`src/rtl/spi_regslave_pkg.sv`:
```
// Package: shared widths and types for the SPI register slave.
// Assumes byte-wide frames; the command byte splits into a write flag and a 7-bit address.
package spi_regslave_pkg;

    localparam int BYTE_W = 8;
    localparam int ADDR_W = BYTE_W - 1;

    // Command byte layout: bit 7 write flag, bits 6:0 register address
    typedef struct packed {
        logic              wr;
        logic [ADDR_W-1:0] addr;
    } cmd_t;

    // Number of complete bytes seen in the current frame, saturating
    typedef enum logic [1:0] {
        BYTES_NONE = 2'd0,
        BYTES_CMD  = 2'd1,
        BYTES_DATA = 2'd2
    } byte_cnt_e;

endpackage

```
`src/rtl/spi_sync.sv`:
```
// Module: brings the serial clock, data and chip select into the system clock domain
// through a flop chain each, then derives single-cycle edge pulses.
// Assumes the serial clock is several times slower than the system clock.
module spi_sync #(
    parameter int STAGES = 2
) (
    input  logic clk,
    input  logic rst_n,
    input  logic sclk,
    input  logic cs_n,
    input  logic mosi,
    output logic sclk_rise,
    output logic sclk_fall,
    output logic cs_fall,
    output logic cs_rise,
    output logic cs_active,
    output logic mosi_s
);

    localparam int NSIG = 3;
    // Idle levels per signal, ordered {cs_n, mosi, sclk}
    localparam logic [NSIG-1:0] IDLE = 3'b100;

    logic [NSIG-1:0] raw;
    logic [NSIG-1:0] sync_v;
    logic            sclk_d;
    logic            csn_d;

    assign raw = {cs_n, mosi, sclk};

    for (genvar g = 0; g < NSIG; g++) begin : g_chain
        logic [STAGES-1:0] ff;
        // Shift one input through its synchronizer chain
        always_ff @(posedge clk) begin
            if (!rst_n) ff <= {STAGES{IDLE[g]}};
            else        ff <= {ff[STAGES-2:0], raw[g]};
        end
        assign sync_v[g] = ff[STAGES-1];
    end

    // Keep last synchronized clock and select levels for edge detection
    always_ff @(posedge clk) begin
        if (!rst_n) begin
            sclk_d <= 1'b0;
            csn_d  <= 1'b1;
        end else begin
            sclk_d <= sync_v[0];
            csn_d  <= sync_v[2];
        end
    end

    assign sclk_rise = sync_v[0] & ~sclk_d;
    assign sclk_fall = ~sync_v[0] & sclk_d;
    assign cs_fall   = ~sync_v[2] & csn_d;
    assign cs_rise   = sync_v[2] & ~csn_d;
    assign cs_active = ~sync_v[2];
    assign mosi_s    = sync_v[1];

endmodule

```
`src/rtl/spi_shifter.sv`:
```
// Module: serial framing. It collects input bits into the command and data bytes,
// reloads the output shift register at each byte end, and flags a write commit when a
// well-formed frame closes. Assumes single-cycle edge pulses from spi_sync.
module spi_shifter
    import spi_regslave_pkg::*;
#(
    parameter logic [BYTE_W-1:0] NOT_VALID = 8'hA5
) (
    input  logic              clk,
    input  logic              rst_n,
    input  logic              sclk_rise,
    input  logic              sclk_fall,
    input  logic              cs_fall,
    input  logic              cs_rise,
    input  logic              cs_active,
    input  logic              mosi_s,
    input  logic [BYTE_W-1:0] rd_data,
    output cmd_t              cmd,
    output logic [BYTE_W-1:0] wr_data,
    output logic              commit,
    output logic              miso
);

    localparam int CNT_W = $clog2(BYTE_W);

    logic [BYTE_W-2:0] in_sr;
    logic [CNT_W-1:0]  bit_cnt;
    byte_cnt_e         byte_cnt;
    cmd_t              cmd_q;
    logic [BYTE_W-1:0] data_q;
    logic              load_pend;
    logic [BYTE_W-1:0] out_sr;
    logic [BYTE_W-1:0] resp_q;
    logic              commit_q;
    logic [BYTE_W-1:0] full_byte;

    assign full_byte = {in_sr, mosi_s};

    // Capture input bits on rising edges and store complete bytes
    always_ff @(posedge clk) begin
        if (!rst_n) begin
            in_sr     <= '0;
            bit_cnt   <= '0;
            byte_cnt  <= BYTES_NONE;
            cmd_q     <= '0;
            data_q    <= '0;
            load_pend <= 1'b0;
        end else if (cs_fall) begin
            bit_cnt   <= '0;
            byte_cnt  <= BYTES_NONE;
            load_pend <= 1'b0;
        end else if (cs_active && sclk_rise) begin
            in_sr   <= full_byte[BYTE_W-2:0];
            bit_cnt <= bit_cnt + 1'b1;
            if (bit_cnt == CNT_W'(BYTE_W - 1)) begin
                load_pend <= 1'b1;
                if (byte_cnt == BYTES_NONE) begin
                    cmd_q    <= full_byte;
                    byte_cnt <= BYTES_CMD;
                end else begin
                    data_q   <= full_byte;
                    byte_cnt <= BYTES_DATA;
                end
            end
        end else if (cs_active && sclk_fall) begin
            load_pend <= 1'b0;
        end
    end

    // Drive the output register: replay the held answer at frame start, reload at byte end
    always_ff @(posedge clk) begin
        if (!rst_n) begin
            out_sr <= NOT_VALID;
            resp_q <= NOT_VALID;
        end else if (cs_fall) begin
            out_sr <= resp_q;
        end else if (cs_active && sclk_fall) begin
            if (load_pend) begin
                out_sr <= rd_data;
                resp_q <= rd_data;
            end else begin
                out_sr <= {out_sr[BYTE_W-2:0], 1'b0};
            end
        end
    end

    // Flag a write when the frame closes on a byte boundary with a data byte present
    always_ff @(posedge clk) begin
        if (!rst_n) commit_q <= 1'b0;
        else        commit_q <= cs_rise && (bit_cnt == '0) &&
                                (byte_cnt == BYTES_DATA) && cmd_q.wr;
    end

    assign cmd     = cmd_q;
    assign wr_data = data_q;
    assign commit  = commit_q;
    assign miso    = cs_active ? out_sr[BYTE_W-1] : 1'b0;

    AST_RESP_AT_BYTE_END: assert property (@(posedge clk) disable iff (!rst_n)
        !$stable(resp_q) |-> $past(sclk_fall));
    AST_RESP_RESET_MARK: assert property (@(posedge clk) disable iff (!rst_n)
        $past(!rst_n) |-> resp_q == NOT_VALID);
    AST_COMMIT_RELEASED: assert property (@(posedge clk) disable iff (!rst_n)
        commit_q |-> !cs_active);
    AST_CMD_HELD_IDLE: assert property (@(posedge clk) disable iff (!rst_n)
        !cs_active |=> $stable(cmd_q));

endmodule

```
`src/rtl/spi_regfile.sv`:
```
// Module: the register file. It holds one writable control register and NUM_STAT status
// snapshots, and serves reads through a combinational mux. Assumes status_in is
// synchronous to clk and that commit is a single-cycle pulse.
module spi_regfile
    import spi_regslave_pkg::*;
#(
    parameter int                CTRL_ADDR = 2,
    parameter int                STAT_BASE = 4,
    parameter int                NUM_STAT  = 2,
    parameter logic [BYTE_W-1:0] CTRL_RST  = 8'h00
) (
    input  logic                       clk,
    input  logic                       rst_n,
    input  logic                       snap_en,
    input  logic [NUM_STAT*BYTE_W-1:0] status_in,
    input  logic                       commit,
    input  logic [ADDR_W-1:0]          addr,
    input  logic [BYTE_W-1:0]          wr_data,
    output logic [BYTE_W-1:0]          rd_data,
    output logic [BYTE_W-1:0]          ctrl_out
);

    localparam logic [ADDR_W-1:0] CTRL_A = ADDR_W'(CTRL_ADDR);

    logic [BYTE_W-1:0]                ctrl_q;
    logic [NUM_STAT-1:0][BYTE_W-1:0]  stat_q;

    // Commit a write to the control register when the frame closes
    always_ff @(posedge clk) begin
        if (!rst_n)                          ctrl_q <= CTRL_RST;
        else if (commit && (addr == CTRL_A)) ctrl_q <= wr_data;
    end

    // Refresh the status snapshots only while chip select is inactive
    always_ff @(posedge clk) begin
        if (!rst_n) begin
            stat_q <= '0;
        end else if (snap_en) begin
            for (int k = 0; k < NUM_STAT; k++)
                stat_q[k] <= status_in[k*BYTE_W +: BYTE_W];
        end
    end

    // Select the addressed register; unused addresses give zero
    always_comb begin
        rd_data = '0;
        if (addr == CTRL_A) rd_data = ctrl_q;
        for (int k = 0; k < NUM_STAT; k++)
            if (addr == ADDR_W'(STAT_BASE + k)) rd_data = stat_q[k];
    end

    assign ctrl_out = ctrl_q;

    AST_CTRL_ONLY_ON_COMMIT: assert property (@(posedge clk) disable iff (!rst_n)
        !$stable(ctrl_q) |-> $past(commit));
    AST_STAT_FROZEN: assert property (@(posedge clk) disable iff (!rst_n)
        !snap_en |=> $stable(stat_q));
    AST_CTRL_RESET: assert property (@(posedge clk) disable iff (!rst_n)
        $past(!rst_n) |-> ctrl_q == CTRL_RST);

endmodule

```
`src/rtl/spi_regslave.sv`:
```
// Module: top of the SPI register slave. It joins the synchronizers, the serial framer
// and the register file. Assumes mode 0 timing, with each serial clock phase lasting
// at least four system clock cycles and chip select set up just as long before the first edge.
module spi_regslave
    import spi_regslave_pkg::*;
#(
    parameter int                SYNC_STAGES = 2,
    parameter int                CTRL_ADDR   = 2,
    parameter int                STAT_BASE   = 4,
    parameter int                NUM_STAT    = 2,
    parameter logic [BYTE_W-1:0] NOT_VALID   = 8'hA5,
    parameter logic [BYTE_W-1:0] CTRL_RST    = 8'h00
) (
    input  logic                       clk,
    input  logic                       rst_n,
    input  logic                       spi_sclk,
    input  logic                       spi_cs_n,
    input  logic                       spi_mosi,
    output logic                       spi_miso,
    input  logic [NUM_STAT*BYTE_W-1:0] status_in,
    output logic [BYTE_W-1:0]          ctrl_out
);

    logic              sclk_rise, sclk_fall, cs_fall, cs_rise, cs_active, mosi_s;
    cmd_t              cmd;
    logic [BYTE_W-1:0] wr_data;
    logic [BYTE_W-1:0] rd_data;
    logic              commit;

    spi_sync #(.STAGES(SYNC_STAGES)) u_sync (
        .clk       (clk),
        .rst_n     (rst_n),
        .sclk      (spi_sclk),
        .cs_n      (spi_cs_n),
        .mosi      (spi_mosi),
        .sclk_rise (sclk_rise),
        .sclk_fall (sclk_fall),
        .cs_fall   (cs_fall),
        .cs_rise   (cs_rise),
        .cs_active (cs_active),
        .mosi_s    (mosi_s)
    );

    spi_shifter #(.NOT_VALID(NOT_VALID)) u_shift (
        .clk       (clk),
        .rst_n     (rst_n),
        .sclk_rise (sclk_rise),
        .sclk_fall (sclk_fall),
        .cs_fall   (cs_fall),
        .cs_rise   (cs_rise),
        .cs_active (cs_active),
        .mosi_s    (mosi_s),
        .rd_data   (rd_data),
        .cmd       (cmd),
        .wr_data   (wr_data),
        .commit    (commit),
        .miso      (spi_miso)
    );

    spi_regfile #(
        .CTRL_ADDR (CTRL_ADDR),
        .STAT_BASE (STAT_BASE),
        .NUM_STAT  (NUM_STAT),
        .CTRL_RST  (CTRL_RST)
    ) u_regs (
        .clk       (clk),
        .rst_n     (rst_n),
        .snap_en   (!cs_active),
        .status_in (status_in),
        .commit    (commit),
        .addr      (cmd.addr),
        .wr_data   (wr_data),
        .rd_data   (rd_data),
        .ctrl_out  (ctrl_out)
    );

endmodule

```
`config.mk`:
```
export PLATFORM = sky130hd
export DESIGN_NAME = spi_regslave
export DESIGN_NICKNAME = d
export VERILOG_FILES = /design/src/rtl/spi_regslave_pkg.sv /design/src/rtl/spi_sync.sv /design/src/rtl/spi_shifter.sv /design/src/rtl/spi_regfile.sv /design/src/rtl/spi_regslave.sv
export SDC_FILE = /design/constraint.sdc
export NUM_CORES = 1
export LEC_CHECK = 0
export ABC_AREA = 1
export BUFFER_PORTS_ARGS = -buffer_cell sky130_fd_sc_hd__buf_2
export CAP_MARGIN = 20
export CORE_MARGIN = 3
export CORE_UTILIZATION = 30
export CTS_CLUSTER_SIZE = 30
export DETAILED_ROUTE_END_ITERATION = 7
export PLACE_DENSITY_LB_ADDON = 0.25
export SLEW_MARGIN = 40
export SYNTH_ARGS = -nofsm -noshare
export SYNTH_HDL_FRONTEND = slang
export SYNTH_SLANG_ARGS = --single-unit
```
`constraint.sdc`:
```
create_clock -name clk -period 1.5 [get_ports clk]
set_clock_uncertainty 0.05 [all_clocks]
set_input_delay 0.075 -clock clk [delete_from_list [all_inputs] [get_ports clk]]
set_output_delay 0.075 -clock clk [all_outputs]
set_load 0.005 [all_outputs]
```
Word-level counts from Yosys, hierarchy flattened:

Index checks and enable logic that the tools add are counted.

* muxes and demuxes: 11
* $add $sub $neg: 1
* bitwise logic cells: 11
* equality and inequality tests: 6
* reductions and logical operators: 17

Operators by type and width (number)
* 2-to-1 mux 8 bit: 6
* equality test 7 x 3 -> 1 bit, second input constant: 2
* AND reduction 4 bit: 2
* equality test 7 x 2 -> 1 bit, second input constant: 1
* NOT 1 bit: 7
* logical AND 1 bit: 6
* AND reduction 2 bit: 3
* AND 1 bit: 4
* 2-to-1 mux 1 bit: 4
* nonzero test 2 bit: 2
* adder 3 x 1 -> 3 bit, second input constant: 1
* equality test 3 bit, second input constant: 1
* zero test 3 bit: 1
* AND reduction 3 bit: 1
* equality test 2 bit, second input constant: 1
* zero test 2 bit: 1
* 2-to-1 mux 2 bit: 1
* inequality test 2 bit, second input constant: 1
* OR reduction 2 bit: 1

* output and inout port bits: 9
* bits in registers: 78
* bits of input ports: 21
* logic and storage cells: 64

Longest topological paths before layout:

Gate-level depths: netlist of run 1.

* word-level depth: 7
* depth in mapped cells: 9
* gate-level depth less buffers: 9

By module:

From an unflattened synthesis of run 1, not the netlist that was laid out.

* cell total of the unflattened synthesis: 467
* area, all modules: 3358.2 um2

Modules (own cells, without submodules)
* spi_shifter: times used 1, cells each 245, seq. area each 920.9 um2, area each 1890.6 um2
* spi_regfile: times used 1, cells each 189, seq. area each 480.5 um2, area each 1212.4 um2
* spi_sync: times used 1, cells each 32, seq. area each 160.2 um2, area each 251.5 um2
* spi_regslave: times used 1, cells each 1, seq. area each 0.0 um2, area each 3.8 um2

Worst setup path before layout of run 1:

Ideal clock, no wire load.

* path kind: flip-flop to flip-flop
* start: register u_sync.g_chain[2].ff[1]
* end: register u_shift.data_q[2] (netlist: u_shift.wr_data[2])
* setup time: 0.116 ns
* slack: -0.003 ns
* required time: 1.334 ns
* stages on the path, launching flop included: 8
* arrival: 1.337 ns
* period minus slack after synthesis: 1.503 ns
* path buffers: 1
* cells stage by stage: dfxtp_1 buf_6 nor3_4 nand2_4 nor3_4 inv_2 nor2_1 nor2_1

* longest elaborated chain between the ends: 4
* elaborated cells on any way between the ends: 5
* those cells by class: 3 x bitwise; 2 x reduce/logical

Ends and longest elaborated chain
* from (decl): RTL line spi_sync.sv:32 `logic [STAGES-1:0] ff;`
* from (signal assigned): RTL line spi_sync.sv:35 `if (!rst_n) ff <= {STAGES{IDLE[g]}};`
* from (signal assigned): RTL line spi_sync.sv:36 `else ff <= {ff[STAGES-2:0], raw[g]};`
* NOT 1 bit *: RTL line spi_sync.sv:54, spi_sync.sv:56
* AND 1 bit: RTL line spi_sync.sv:54 `assign cs_fall = ~sync_v[2] & csn_d;`
* NOT 1 bit (no line)
* AND reduction 4 bit (no line) *
* to (signal assigned): RTL line spi_shifter.sv:61 `data_q <= full_byte;`
* to (decl): RTL line spi_shifter.sv:30 `logic [BYTE_W-1:0] data_q;`

Mark *: on every way between the ends. The rest lies on a longest branch, timed or not.
A chain may end at the register's enable or synchronous reset.

Worst setup path after layout of run 1:

* start: register u_sync.g_chain[2].ff[1]
* end: register u_shift.data_q[4] (netlist: u_shift.wr_data[4])

The elaborated chain is that of the path after synthesis.

==> impl_metrics.yaml, run 1 <==
clocking:
  insertion_delay_ps: 340
  tritoncts: "done"
  cts_sinks: 78
  h-tree-depth: 3
  cts_root_buf: "clkbuf_8"
  cts_buffers: 9
  path_clk_slew_ps: 70
  ctsLongestPathBuffers: 2
floorplan:
  coreArea_um2: 9910
  die_width_um: 108
  ioPinCount: 30
  die_h_um: 108
  row_count: 36
  dieArea_um2: 11600
  start_util_pct: 31.4
worst_setup_path:
  required_ps: 1730
  end_kind: "register"
  r2r_cells: 7
  critPathKind: "register to register"
  cp-start-kind: "register"
  critical_path_arrival_ps: 1750
  cp_cell_sequence: "buf_6, nor3_4, nand2_4, nor3_4, buf_6, o21ai_0, nor2_1"
  crit_path_max_fanout: 7
  crit_path_max_incr_delay_ps: 340
  slowest_stage: "dfxtp_2"
logic_synthesis:
  syn_nets: 433
  syn_inst: 409
  synth_most_common_cell: "dfxtp_1"
  synth_seq_cells: 78
  yosysTopAreaCellShare_pct: 50.3
  yosysWarnings: 0
  yosys.cell_types.count: 27
  synth_flop_cell: "dfxtp_1"
  synth.avg_cell_area_um2: 7.60
  synthTopCellsByArea: "dfxtp_1 (50%), nand2_1 (9.3%), nor2_1 (7.2%)"
  netlist_area_um2: 3110
  synthTopCellsByCount: "dfxtp_1 (78), nand2_1 (77), nor2_1 (60), a21oi_1 (44), o21ai_0 (41)"
  async_reset_ff_share_pct: 0
  ys_seq_area_share_pct: 50.3
  synth_edf_count: 0
  yosysTopAreaCell: "dfxtp_1"
detailed_routing:
  drt_iter0_markers: 175
  dr.pass1.iters: 4
  antenna_left: 0
  drt-vias-per-instance: 4.51
  drt-wirelength-per-cell_um: 12.5
  routed_wl_mm: 7.78
  drt_drc_violations_left: 0
  vias: 2799
placement:
  globalplace.congestion: 0.752
  place_area_um2: 3530
  dpl.hpwl_mm: 5.68
  numPortBuffers: 29
timing:
  fin_crit_sh_pct: 101
  setup_viol: 2
  worst_pin_slew_ps: 276
  slew_violations: 0
  rsz0062_at_grt: "true"
  min_period_ps: 1520
  hold_viol: 0
  slew_headroom_pct: 81.6
  fmax_mhz: 659
  fin_ws_ps: -17.2
  whs_ps: 120
min_path:
  min_path_cells: 3
  hold_class: "input pin to register"
grt:
  grt_overflow: 0
  grt_first_pass_wirelength_mm: 12.7
  grt_antenna_before_repair: 0
  grt_max_degree: 27
  grt.total_usage_pct: 14.1
  grt_pass1_vias: 2626
outcome:
  status: "finished, violations left"
  violations: "negative setup slack"
cells_and_area:
  num-nets-final: 509
  fill_cells: 1027
  final_layout_size_suffix_gt1_share_pct: 21.9
  n_antenna_cell: 0
  syn_to_final_growth_pct: 29.5
  multiInputGateArea_um2: 1370
  seq_area_um2: 1560
  final_area_um2: 4020
run:
  cap_violations: 0
pwr:
  p_leak_nw: 1.78
  power_mw: 3.82
  power.density_nw_per_um2: 949
  peakVddDrop_uv: 351
-- cell usage in the layout, fill, tap and decap left out, drive strengths merged --
master,netlist,layout
nand2,79,79
o21ai,45,45
nand4,4,4
nor3,4,4
clkinv,1,1
clkbuf,11,12
nor2,61,61
buf,5,62
ha,3,3
dlygate4sd3,0,19
dfxtp,78,78
or2,2,2
a21oi,44,44
inv,40,41
nand3,24,24
and2,1,1
o21a,1,1
bufinv,0,1
o211ai,3,3
a211oi,3,3
-- report_power, final --
part / internal, mW / switching (mW)
registers: 2.12 / 0.0288
logic: 0.106 / 0.119
clock network: 0.751 / 0.697
total: 2.97 / 0.845
-- registers in the layout, indices dropped and copies added, names as in the netlist, 2 cells and up --
signal             cells
u_regs.ctrl_out        8
u_regs.stat_q         16
u_shift.bit_cnt        3
u_shift.byte_cnt       2
u_shift.cmd            8
u_shift.in_sr          7
u_shift.out_sr         8
u_shift.resp_q         8
u_shift.wr_data        8
u_sync.g_chain.ff      6
-- final timing paths --
kind                              to  slack, ps               startpoint
min                     u_sync.csn_d        120                    rst_n
max reg2reg       u_shift.wr_data[4]        -20  u_sync.g_chain[2].ff[1]
min reg2reg  u_sync.g_chain[0].ff[1]        370  u_sync.g_chain[0].ff[0]
max               u_shift.wr_data[4]        -20  u_sync.g_chain[2].ff[1]
-- cell families after synthesis --
group	Yosys count	share of synthesized area, %
buffers and inverters	57	7.65
AO/OA/AOI/OAI	96	16.4
adder cells (fa/ha/maj)	3	1.21
flip-flops	78	50.3
AND/OR/NAND/NOR	175	24.5
-- layout make-up --
type | instances | share of cell area (%)
inverter | 41 | 3.95
timing repair buffer | 81 | 14.7
clock buffer | 12 | 3.36
multi-input combinational | 274 | 34.2
sequential | 78 | 38.8
tap | 133 | 4.14
clock inverter | 2 | 0.871
-- stage by stage --
step	setup TNS [ps]	worst slack (ps)	util (%)	instances
2_1_floorplan	0	33.0	-	409
3_3_place_gp	-76.4	-60.4	35.6	581
3_5_place_dp	-92.5	-72.6	35.6	581
4_1_cts	0	0.609	39.3	614
5_1_grt	-741	-104	40.6	621
6_report	-22.8	-17.2	40.6	621
-- what timing repair did --
item | in CTS | in global routing
pin swaps | 0 | 11
endpoints found under the setup margin | 6 | 34
buffers inserted | 0 | 7
endpoints found under the hold margin | 19 | 0
resized for setup | 3 | 29
hold buffers | 19 | 0
-- routing by layer --
metal	track usage, %	part of all wire (%)
met5	0	0
met4	4.15	0.85
met3	4.44	3.4
met2	23.6	49
met1	17.3	46
-- critical path, delay by kind of cell (launching register included) --
| family | cells | cell delay [ps] |
|---|---|---|
| buf+inv | 2 | 290 |
| flops | 1 | 340 |
| simple gates | 4 | 700 |
| compound gates | 1 | 70 |
No activity file was read; power rests on OpenSTA's default activity.
==> run 2: changes to the inputs <==
Settings changed: ABC_AREA 1 to default, CAP_MARGIN 20 to default, SETUP_SLACK_MARGIN from default to 0.1.
==> run 2 against run 1 <==
  * The run now ends clean
  * Sequential power about the same
  * Clock power up 9.7%
  * Largest power group unchanged
  * Register-to-register slack better by 40 ps
  * Utilization up 2.5 points
  * Total power up 4.2%
  * Synthesized cell count down 20%
  * Worst setup slack better by 41 ps
  * Global-route usage down 0.60 points
  * Worst hold slack better by 240 ps
  * Die area down 2.1%
  * Routed wire length down 5.1%
  * Combinational power up 8%
==> impl_metrics.yaml, run 2 <==
logic_synthesis:
  muxShareOfSynthArea_pct: 11.2
  synth-compound-area-share_pct: 11.9
  yosys.cell_types.count: 37
  synth.avg_cell_area_um2: 9.29
  synth_top_family_by_area: "simple AND/OR/NAND/NOR gates"
  synth_edf_count: 0
  yosysWarnings: 0
  yosysTopAreaCellShare_pct: 51.4
  synthTopCellsByCount: "dfxtp_1 (78), nand2_1 (44), nor2_1 (40), mux2i_1 (33), nand3_1 (19)"
  syn_nets: 351
  yosysTopAreaCell: "dfxtp_1"
  async_reset_ff_share_pct: 0
  yosys.area_share.simple_pct: 21.0
  synthTopCellsByArea: "dfxtp_1 (51%), mux2i_1 (11%), nand2_1 (5.4%)"
  synthAdderAreaFrac_pct: 1.24
  synth_seq_cells: 78
  synth_flop_cell: "dfxtp_1"
  netlist_area_um2: 3040
  syn_inst: 327
  synthXorXnorAreaFrac_pct: 0.288
  ys_seq_area_share_pct: 51.4
  synth_most_common_cell: "dfxtp_1"
clocking:
  ctsLongestPathBuffers: 2
  h-tree-depth: 3
  path_clk_slew_ps: 80
  cts_sinks: 78
  cts_buffers: 9
  insertion_delay_ps: 350
  cts_root_buf: "clkbuf_8"
  tritoncts: "done"
detailed_routing:
  vias: 2520
  antenna_left: 0
  drt-vias-per-instance: 4.71
  drt_drc_violations_left: 0
  drt-wirelength-per-cell_um: 13.8
  dr.pass1.iters: 4
  routed_wl_mm: 7.38
  drt_iter0_markers: 95
grt:
  grt_pass1_vias: 2470
  grt_max_degree: 34
  grt_first_pass_wirelength_mm: 12.2
  grt_antenna_before_repair: 0
  grt_overflow: 0
  grt.total_usage_pct: 13.5
worst_setup_path:
  crit_path_max_incr_delay_ps: 330
  critPathKind: "register to register"
  worst_path_dominant_cell_family: "simple AND/OR/NAND/NOR gates"
  cp_cell_sequence: "buf_6, nor3b_4, nand2_2, nor3_4, buf_12, mux2i_1"
  required_ps: 1720
  critical_path_arrival_ps: 1700
  path_buf_inv: 2
  end_kind: "register"
  crit_path_max_fanout: 8
  cp-start-kind: "register"
  slowest_stage: "dfxtp_2"
  reg2reg_setup_slack_ps: 20
pwr:
  power_frac_comb_pct: 6.1
  p_seq_share_pct: 53.8
  internal_power_mw: 3.05
  p_sw_share_pct: 23.3
  p_leak_nw: 1.68
  power.density_nw_per_um2: 941
  peakVddDrop_uv: 455
  clkPwrFrac_pct: 40.0
  p_sw_uw: 926
cells_and_area:
  layout_commonest_cell: "dfxtp_1"
  seq_area_um2: 1570
  syn_to_final_growth_pct: 39.2
  num-nets-final: 421
  largest_reg_flops: 16
  final_area_um2: 4230
  top_register: "u_regs.stat_q"
  n_antenna_cell: 0
  final_layout_size_suffix_gt1_share_pct: 30.6
  multiInputGateArea_um2: 1630
  most-common-layout-cells: "dfxtp_1 (69), nand2_1 (40), nor2_1 (38)"
  fill_cells: 985
placement:
  place_area_um2: 3520
  dpl.hpwl_mm: 5.17
  globalplace.congestion: 0.755
  numPortBuffers: 29
timing:
  final.setup.tns_ps: 0
  min_period_ps: 1480
  rsz0062_at_grt: "true"
  fmax_mhz: 678
  worst_pin_slew_ps: 312
  slew_violations: 0
  setup_viol: 0
  hold_viol: 0
  fin_crit_sh_pct: 98.4
  slew_headroom_pct: 79.1
floorplan:
  die_h_um: 107
  die_width_um: 107
  dieArea_um2: 11400
  coreArea_um2: 9820
  start_util_pct: 30.9
  row_count: 36
  ioPinCount: 30
min_path:
  hold_class: "register to register"
run:
  cap_violations: 0
outcome:
  status: "finished clean"
==> run 2: layout make-up <==
cell class	count	area share (%)
Inverter	5	0.444
Clock inverter	5	1.39
Sequential cell	78	37.2
Multi-Input combinational cell	225	38.7
Clock buffer	11	3.34
Timing Repair Buffer	78	15.0
Tap cell	133	3.94
==> run 2: final timing paths <==
check	end	cells after the start	startpoint
setup reg to reg	u_shift.wr_data[0]	6	u_sync.g_chain[2].ff[1]
setup / recovery	u_shift.wr_data[0]	6	u_sync.g_chain[2].ff[1]
hold / removal	u_sync.g_chain[2].ff[1]	1	u_sync.g_chain[2].ff[0]
hold reg to reg	u_sync.g_chain[2].ff[1]	1	u_sync.g_chain[2].ff[0]
==> run 2: what timing repair did <==
item / CTS / global route
setup endpoints to repair: 38 / 52
hold endpoints to repair: 20 / 0
buffers inserted: 5 / 0
pin swaps: 8 / 22
gates resized for setup: 19 / 45
hold buffers: 21 / 0
==> run 2: logic make-up (layout without fill, tap and decap cells) <==
logic type / after synthesis / count (layout)
AO/OA/AOI/OAI: 54 / 54
XOR/XNOR: 1 / 1
adder cells (fa/ha/maj): 3 / 3
buffers and inverters: 24 / 99
flip-flops: 78 / 78
multiplexers: 34 / 34
AND/OR/NAND/NOR: 133 / 133
==> run 2: metal layers <==
metal / global-route usage [%] / vias up / wire (um)
li1: - / 1272 / -
met5: 0 / - / 0
met4: 4.93 / 0 / 114
met3: 2.59 / 10 / 195
met2: 20.4 / 34 / 3370
met1: 19.1 / 1204 / 3700
==> run 2: power by group through the flow <==
| stage | clock [mW] | sequential [mW] | combinational, mW |
|---|---|---|---|
| 2_1_floorplan | 0 | 2.18 | 0.116 |
| 3_3_place_gp | 0 | 2.19 | 0.182 |
| 3_5_place_dp | 0 | 2.19 | 0.183 |
| 4_1_cts | 1.63 | 2.14 | 0.231 |
| 5_1_grt | 1.71 | 2.15 | 0.269 |
| 6_report | 1.59 | 2.14 | 0.244 |
==> run 2: metrics by stage <==
step	std cells	setup slack [ps]	power (mW)	util, %	hold WS (ps)
after floorplan	327	-81.6	2.29	-	126
after global placement	493	7.57	2.37	35.8	235
after detailed placement	493	-8.93	2.37	35.8	217
after CTS	535	25.8	4.00	41.1	360
after global routing	535	-80.9	4.13	43.1	374
final	535	24.0	3.98	43.1	358
==> run 3: changes to the inputs <==
Settings changed: ABC_AREA from default to 1, SLEW_MARGIN 40 to 20.
==> run 3 against run 2 <==
  * Non-clock buffer count grew 2
  * Sequential share of layout area rose by 0.50 points
  * Fmax down 0.98%
  * Routed wire length is 6.4% higher
  * Worst setup slack got worse by 15 ps
  * Critical path depth is 1 higher
  * Clock-buffer cell count increased by 3
  * Final cell count grew 16%
  * Cell area is 1.5% lower
  * Total power down 5.3%
  * Critical path type unchanged
  * Largest power group unchanged
  * Highest routed layer unchanged
==> impl_metrics.yaml, run 3 (same netlist as run 1, synthesis figures left out) <==
outcome:
  status: "finished clean"
grt:
  grt_first_pass_wirelength_mm: 12.7
  grt_pass1_vias: 2705
  grt.total_usage_pct: 14.0
  grt_antenna_before_repair: 0
  grt_max_degree: 51
  grt_overflow: 0
floorplan:
  dieArea_um2: 11600
  die_width_um: 108
  ioPinCount: 30
  coreArea_um2: 9910
  die_h_um: 108
  start_util_pct: 31.4
  row_count: 36
min_path:
  hold_class: "input pin to register"
  min_path_cells: 3
  hold_path_end: "u_sync.g_chain[2].ff[0]"
  worstHoldStart: "rst_n"
clocking:
  ctsLongestPathBuffers: 2
  path_clk_slew_ps: 80
  cts_buffers: 9
  tritoncts: "done"
  insertion_delay_ps: 350
  cts_sinks: 78
  cts_root_buf: "clkbuf_8"
  h-tree-depth: 3
worst_setup_path:
  reg2reg_setup_slack_ps: 9
  end_kind: "register"
  slowest_stage: "dfxtp_2"
  path_buf_inv: 2
  reg2reg_from: "u_sync.sclk_d"
  critPathKind: "register to register"
  crit_path_max_incr_delay_ps: 330
  cp_cell_sequence: "buf_6, nor3_4, nand2_4, nor3_4, inv_2, nor2_1, nor2_1"
  crit_path_max_fanout: 7
  cp-start-kind: "register"
  required_ps: 1690
  worst_path_dominant_cell_family: "simple AND/OR/NAND/NOR gates"
  r2r_cells: 7
  critical_path_arrival_ps: 1680
  timing.rr.end: "u_shift.wr_data[2]"
timing:
  hold_viol: 0
  min_period_ps: 1490
  fmax_mhz: 671
  slew_violations: 0
  slew_headroom_pct: 80.4
  fin_crit_sh_pct: 99.4
  setup_viol: 0
  fin_ws_ps: 9.37
  worst_pin_slew_ps: 293
  rsz0062_at_grt: "true"
detailed_routing:
  drt-wirelength-per-cell_um: 12.6
  dr.pass1.iters: 4
  drt_iter0_markers: 112
  routed_wl_mm: 7.85
  vias: 2824
  drt-vias-per-instance: 4.55
  drt_drc_violations_left: 0
  antenna_left: 0
pwr:
  p_leak_nw: 1.82
  peakVddDrop_uv: 377
  power.density_nw_per_um2: 905
  power_mw: 3.77
placement:
  globalplace.congestion: 0.753
  dpl.hpwl_mm: 5.31
  numPortBuffers: 29
  place_ws_ps: -35.1
  place_area_um2: 3490
cells_and_area:
  syn_to_final_growth_pct: 34.1
  n_antenna_cell: 0
  num-nets-final: 508
  layout_commonest_cell: "dfxtp_1"
  final_area_um2: 4170
  final_layout_size_suffix_gt1_share_pct: 28.7
  top_register: "u_regs.stat_q"
  largest_reg_flops: 16
  most-common-layout-cells: "dfxtp_1 (71), nand2_1 (64), nor2_1 (50)"
run:
  cap_violations: 0
## run 3: cell count changes in the layout (fill, tap and decap cells not counted), sizes merged, moves of 5 or more
cell / previous run / this run
o21ai: 10 / 45
o2bb2ai: 8 / 0
a22oi: 5 / 0
nand2b: 7 / 0
inv: 5 / 41
mux2i: 33 / 0
a21oi: 13 / 44
buf: 56 / 61
nor2: 40 / 61
nand2: 45 / 79
## run 3: repair_timing
item	4_1_cts	5_1_grt
setup buffers	5	8
endpoints found under the hold margin	19	0
endpoints found under the setup margin	38	43
hold buffers	19	0
gates resized for setup	12	70
pin swaps	4	15
## run 3: where the power goes
| group | internal (mW) | leakage, nW | switching [mW] |
|---|---|---|---|
| combinational | 0.112 | 1.10 | 0.122 |
| sequential | 2.12 | 0.637 | 0.0264 |
| clock | 0.683 | 0.0865 | 0.709 |
## run 3: through the flow
step | TNS (ps) | utilization (%) | hold WS [ps] | cells
CTS | 0 | 39.6 | 21.8 | 613
detailed placement | -160 | 35.3 | 220 | 574
global placement | -23.8 | 35.3 | 216 | 574
global route | -555 | 42.0 | 58.8 | 621
floorplan | 0 | - | 123 | 409
finish | 0 | 42.0 | 46.2 | 621
## run 3: worst max path at each step
stage | slack, ps | endpoint | start | cells after the start
2_1_floorplan | 50 | u_shift.wr_data[5] | u_sync.g_chain[2].ff[1] | 7
3_3_place_gp | -20 | u_shift.cmd[3] | u_sync.sclk_d | 7
3_5_place_dp | -40 | u_shift.cmd[3] | u_sync.sclk_d | 7
4_1_cts | 10 | u_shift.wr_data[7] | u_sync.g_chain[2].ff[1] | 7
5_1_grt | -70 | u_shift.wr_data[3] | u_sync.sclk_d | 7
6_report | 9 | u_shift.wr_data[2] | u_sync.sclk_d | 7
## run 3: routing by layer
layer / vias to the layer above / global-route usage, % / part of all wire, %
met4: 0 / 4.06 / 0.83
li1: 1476 / - / -
met5: - / 0 / 0
met1: 1309 / 17.7 / 48
met3: 8 / 4.02 / 3.5
met2: 31 / 23.2 / 48
## run 3: layout make-up
type	count	area (um^2)
inverter	41	166
tap	133	166
multi-input combinational	274	1470
fill	1047	5740
clock inverter	1	5.00
timing repair buffer	80	622
sequential	78	1570
clock buffer	14	163
## run 3: worst register-to-register path: cells and delay by family, from the launching register on
kind	cells	cell delay, ps
AND/OR/NAND/NOR	5	750
buffers and inverters	2	250
flip-flops	1	330
